--- src/rtl/rst_cause_reg.sv ---
module rst_cause_reg (
  input  logic       clk,
  input  logic       rst_n,
  input  logic       ev_por,
  input  logic       ev_bor,
  input  logic       ev_pin,
  input  logic       ev_rinst,
  input  logic       ev_ovf,
  input  logic       ev_unf,
  input  logic       ev_wdt_rst,
  input  logic       ev_wdt_wake,
  input  logic       ev_int_wake,
  input  logic       asleep,
  input  logic       fw_we,
  input  logic [7:0] fw_wdata,
  output logic [7:0] cause,
  output logic       tmo_flag,
  output logic       pdn_flag
);
  logic ovf_q, unf_q, pin_q, ri_q, pon_q, bo_q, tmo_q, pd_q;
  logic [1:0] rsvd;

  assign rsvd     = fw_wdata[5:4] & 2'b00;
  assign cause    = {ovf_q, unf_q, rsvd, pin_q, ri_q, pon_q, bo_q};
  assign tmo_flag = tmo_q;
  assign pdn_flag = pd_q;

  always_ff @(posedge clk or negedge rst_n) begin
    if (!rst_n) begin
      {ovf_q, unf_q, pin_q, ri_q, pon_q, bo_q} <= 6'b001100;
      tmo_q <= 1'b1;
      pd_q  <= 1'b1;
    end else if (ev_por) begin
      {ovf_q, unf_q, pin_q, ri_q, pon_q, bo_q} <= 6'b001100;
      tmo_q <= 1'b1;
      pd_q  <= 1'b1;
    end else if (ev_bor) begin
      {ovf_q, unf_q, pin_q, ri_q} <= 4'b0011;
      bo_q  <= 1'b0;
      tmo_q <= 1'b1;
      pd_q  <= 1'b1;
    end else begin
      if (ev_ovf)     ovf_q <= 1'b1;
      else if (fw_we) ovf_q <= fw_wdata[7];
      if (ev_unf)     unf_q <= 1'b1;
      else if (fw_we) unf_q <= fw_wdata[6];
      if (ev_pin)     pin_q <= 1'b0;
      else if (fw_we) pin_q <= fw_wdata[3];
      if (ev_rinst)   ri_q  <= 1'b0;
      else if (fw_we) ri_q  <= fw_wdata[2];
      if (fw_we) begin
        pon_q <= fw_wdata[1];
        bo_q  <= fw_wdata[0];
      end
      if (ev_wdt_wake) begin
        tmo_q <= 1'b0;
        pd_q  <= 1'b0;
      end else if (ev_wdt_rst) begin
        tmo_q <= 1'b0;
      end else if (ev_pin && asleep) begin
        tmo_q <= 1'b1;
        pd_q  <= 1'b0;
      end else if (ev_pin) begin
        tmo_q <= tmo_q;
      end else if (ev_int_wake) begin
        tmo_q <= 1'b1;
        pd_q  <= 1'b0;
      end
    end
  end
endmodule

--- config.mk ---
export PLATFORM = sky130hd
export DESIGN_NAME = rst_cause_reg
export DESIGN_NICKNAME = d
export VERILOG_FILES = /design/src/rtl/rst_cause_reg.sv
export SDC_FILE = /design/constraint.sdc
export NUM_CORES = 1
export LEC_CHECK = 0
export BUFFER_PORTS_ARGS = -buffer_cell sky130_fd_sc_hd__clkbuf_2
export CORE_MARGIN = 2
export CORE_UTILIZATION = 25
export CTS_CLUSTER_SIZE = 25
export DETAILED_ROUTE_END_ITERATION = 10
export PLACE_DENSITY = 0.63
export RECOVER_POWER = 25
export SLEW_MARGIN = 0
export SYNTH_ARGS = -nofsm -noshare
export SYNTH_HDL_FRONTEND = slang
export SYNTH_SLANG_ARGS = --single-unit
--- constraint.sdc ---
create_clock -name clk -period 1.3 [get_ports clk]
set_input_delay 0.39 -clock clk [delete_from_list [all_inputs] [get_ports clk]]
set_output_delay 0.39 -clock clk [all_outputs]
set_load 0.01 [all_outputs]
==> results.toml <==
[outcome]
outcome = "finished, final reports clean"

[synthesis]
synth_top_family_by_area = "multiplexers"
synthSimpleGateAreaFrac_pct = 7.74
synth.top_cell.area_share_pct = 24.1
postSynthAreaPerCell_sq_um = 11.2
synth.area.top_cells = "dfstp_2 24%, dfrtp_1 23%, buf_4 14%"
synth_area_sq_um = 437
synth_compound_area_share_pct = 9.74
synthAdderAreaFrac_pct = 0
ys_seq_area_share_pct = 47.0
synthMuxAreaShare_pct = 18.3
synth_cell_types = 16
synth_seq_cells = 8
synth_top_area_cell = "dfstp_2"
syn-instance-count = 39
synth-xor-area-share_pct = 0
ys_warn_count = 0

[clock_network]
clk_root_buffer_cell = "clkbuf_4"
insertion_delay_ps = 250
post_cts_buffers = 0
cts_buffer_depth = 2
cts_tree = "done"
clk_pin_slew_ps = 60
cts_sinks = 8
cts_max_level = 1
cts_buffers = 3

[power]
power.internal_uw = 446
p_per_area_nw_per_um2 = 1000
peakVddDrop_mv = 0.282
swShare_pct = 24.3
p_leak_uw = 0.000307
power_frac_clock_pct = 35.2
total_power_uw = 589
comb_power_share_pct = 18.1
seq_power_share_pct = 46.7
net-switching-power_uw = 143

[critical_path]
critPathCaptureType = "primary output"
cp.required_ps = 910
r2r_end = "unf_q$_DFFE_PN0P_"
crit_path_cell_trace = "buf_6"
r2r_cells = 2
arrival_ps = 890
critPathKind = "register to primary output"
cpMaxStageDelayCell = "dfstp_2"
crit_path_max_fanout = 2
r2r_start = "unf_q$_DFFE_PN0P_"
max_stage_delay_ps = 540
crit_family = "flip-flops"
critPathBufInv = 1
cp-start-kind = "register"
r2r_slack_ps = 390

[finish]
final_common_cell = "clkbuf_2"
drive_gt1_share_pct = 54.0
syn2layout_area_growth_pct = 34.4
final_util_pct = 34.7
layout_common_cells = "20 x clkbuf_2, 5 x mux2i_1, 4 x dfrtp_1, 4 x buf_6, 4 x dfstp_2"
final_nets = 85
antenna_cells_inserted = 0

[placed_design]
hpwl_microns = 736
gp_congestion = 0.656
dp_slack_ps = 103
portBuffers = 26

[die]
fp.dieArea_sq_um = 2100
initial_core_util_pct = 25.9
ios = 31
die_h_microns = 45.8
die_x_microns = 45.8
fp-row-count = 15
core_area_sq_um = 1690

[timing]
hold_viol = 0
finalSetupViolations = 0
final.period_utilization_pct = 98.5
setup_tns_ps = 0
clock_skew_ps = 0
fin_crit_ps = 1280
timing.fmax_mhz = 781
rsz0062_at_grt = "true"
slew_violations = 0
setup_slack_ps = 19.7
hold_slack_ps = 291

[routing]
dr_total_vias = 347
antenna_left = 0
routed_wl_microns = 865
drt_iter0_drc = 0
drc = 0
first_pass_iters = 1
viasPerCell = 4.34
wl_per_cell_microns = 10.8

[global_routing]
grt_pass1_vias = 367
grt_pass1_wl_mm = 1.37
grt_usage_pct = 9.54
grt-ovfl-total = 0
grt_max_degree = 9
antenna_found_initial = 0

[hold_path]
whs_path_depth = 2
hold_class = "primary input to register"
holdPathEnd = "ri_q$_DFFE_PN1P_"
min_from = "ev_rinst"

[flow_run]
drv_cap = 0
## power groups by stage
stage               combinational, uW  sequential [uW]  clock, uW
floorplan                        63.1              278          0
global placement                 97.8              277          0
detailed placement               99.1              278          0
CTS                               102              274        218
global route                      119              277        235
finish                            107              275        207
## through the flow
| step | instance area [sq um] | instances |
|---|---|---|
| after detailed placement | 528 | 75 |
| after floorplan | 440 | 40 |
| final | 587 | 80 |
| after global routing | 587 | 80 |
| after global placement | 528 | 75 |
| after CTS | 564 | 80 |
## per-layer routing
metal	up-vias	GRT usage [%]	share of wire [%]
met5	-	0	0
met4	0	6.86	0
met3	0	3.97	10
met2	16	17.2	53
met1	160	8.29	37
li1	171	-	-
## worst max path at each step
stage | from | end | slack, ps | cells past startpoint
finish | tmo_flag$_DFFE_PN1P_ | tmo_flag | 20 | 1
global route | tmo_flag$_DFFE_PN1P_ | tmo_flag | -20 | 1
CTS | tmo_flag$_DFFE_PN1P_ | tmo_flag | -20 | 1
detailed placement | fw_we | unf_q$_DFFE_PN0P_ | 100 | 3
global placement | fw_we | unf_q$_DFFE_PN0P_ | 110 | 3
floorplan | fw_we | ovf_q$_DFFE_PN0P_ | 240 | 3
## Yosys cell counts, drive strengths merged
master  instances
buf             9
mux2i           5
dfrtp           4
dfstp           4
o21a            3
o21ai           3
mux2            2
nor2            2
nor3            2
a21oi           1
conb            1
nand2           1
nand2b          1
nor2b           1
## registers in the layout, summed over array words and instances, names as in the netlist
register / count
bo_q: 1
ovf_q: 1
pdn_flag: 1
pin_q: 1
pon_q: 1
ri_q: 1
tmo_flag: 1
unf_q: 1
## layout make-up
type / count / area, sq um
Fill cell: 186 / 1100
Sequential cell: 8 / 205
Timing Repair Buffer: 28 / 170
Multi-Input combinational cell: 23 / 164
Clock buffer: 4 / 26.3
Tap cell: 17 / 21.3
## cells by family (layout without fill, tap and decap cells)
family / count (synthesis) / count (layout)
buf+inv: 9 / 32
flops: 8 / 8
compound gates: 7 / 7
mux: 7 / 7
simple gates: 7 / 7
other cells: 1 / 2
## what timing repair did
| item | 4_1_cts | 5_1_grt |
|---|---|---|
| endpoints found under the hold margin | 4 | 0 |
| hold buffers | 1 | 0 |
| pin swaps | 0 | 0 |
| resized for setup | 0 | 8 |
| endpoints found under the setup margin | 3 | 4 |
Note: power is estimated with default switching activity, not from simulation.
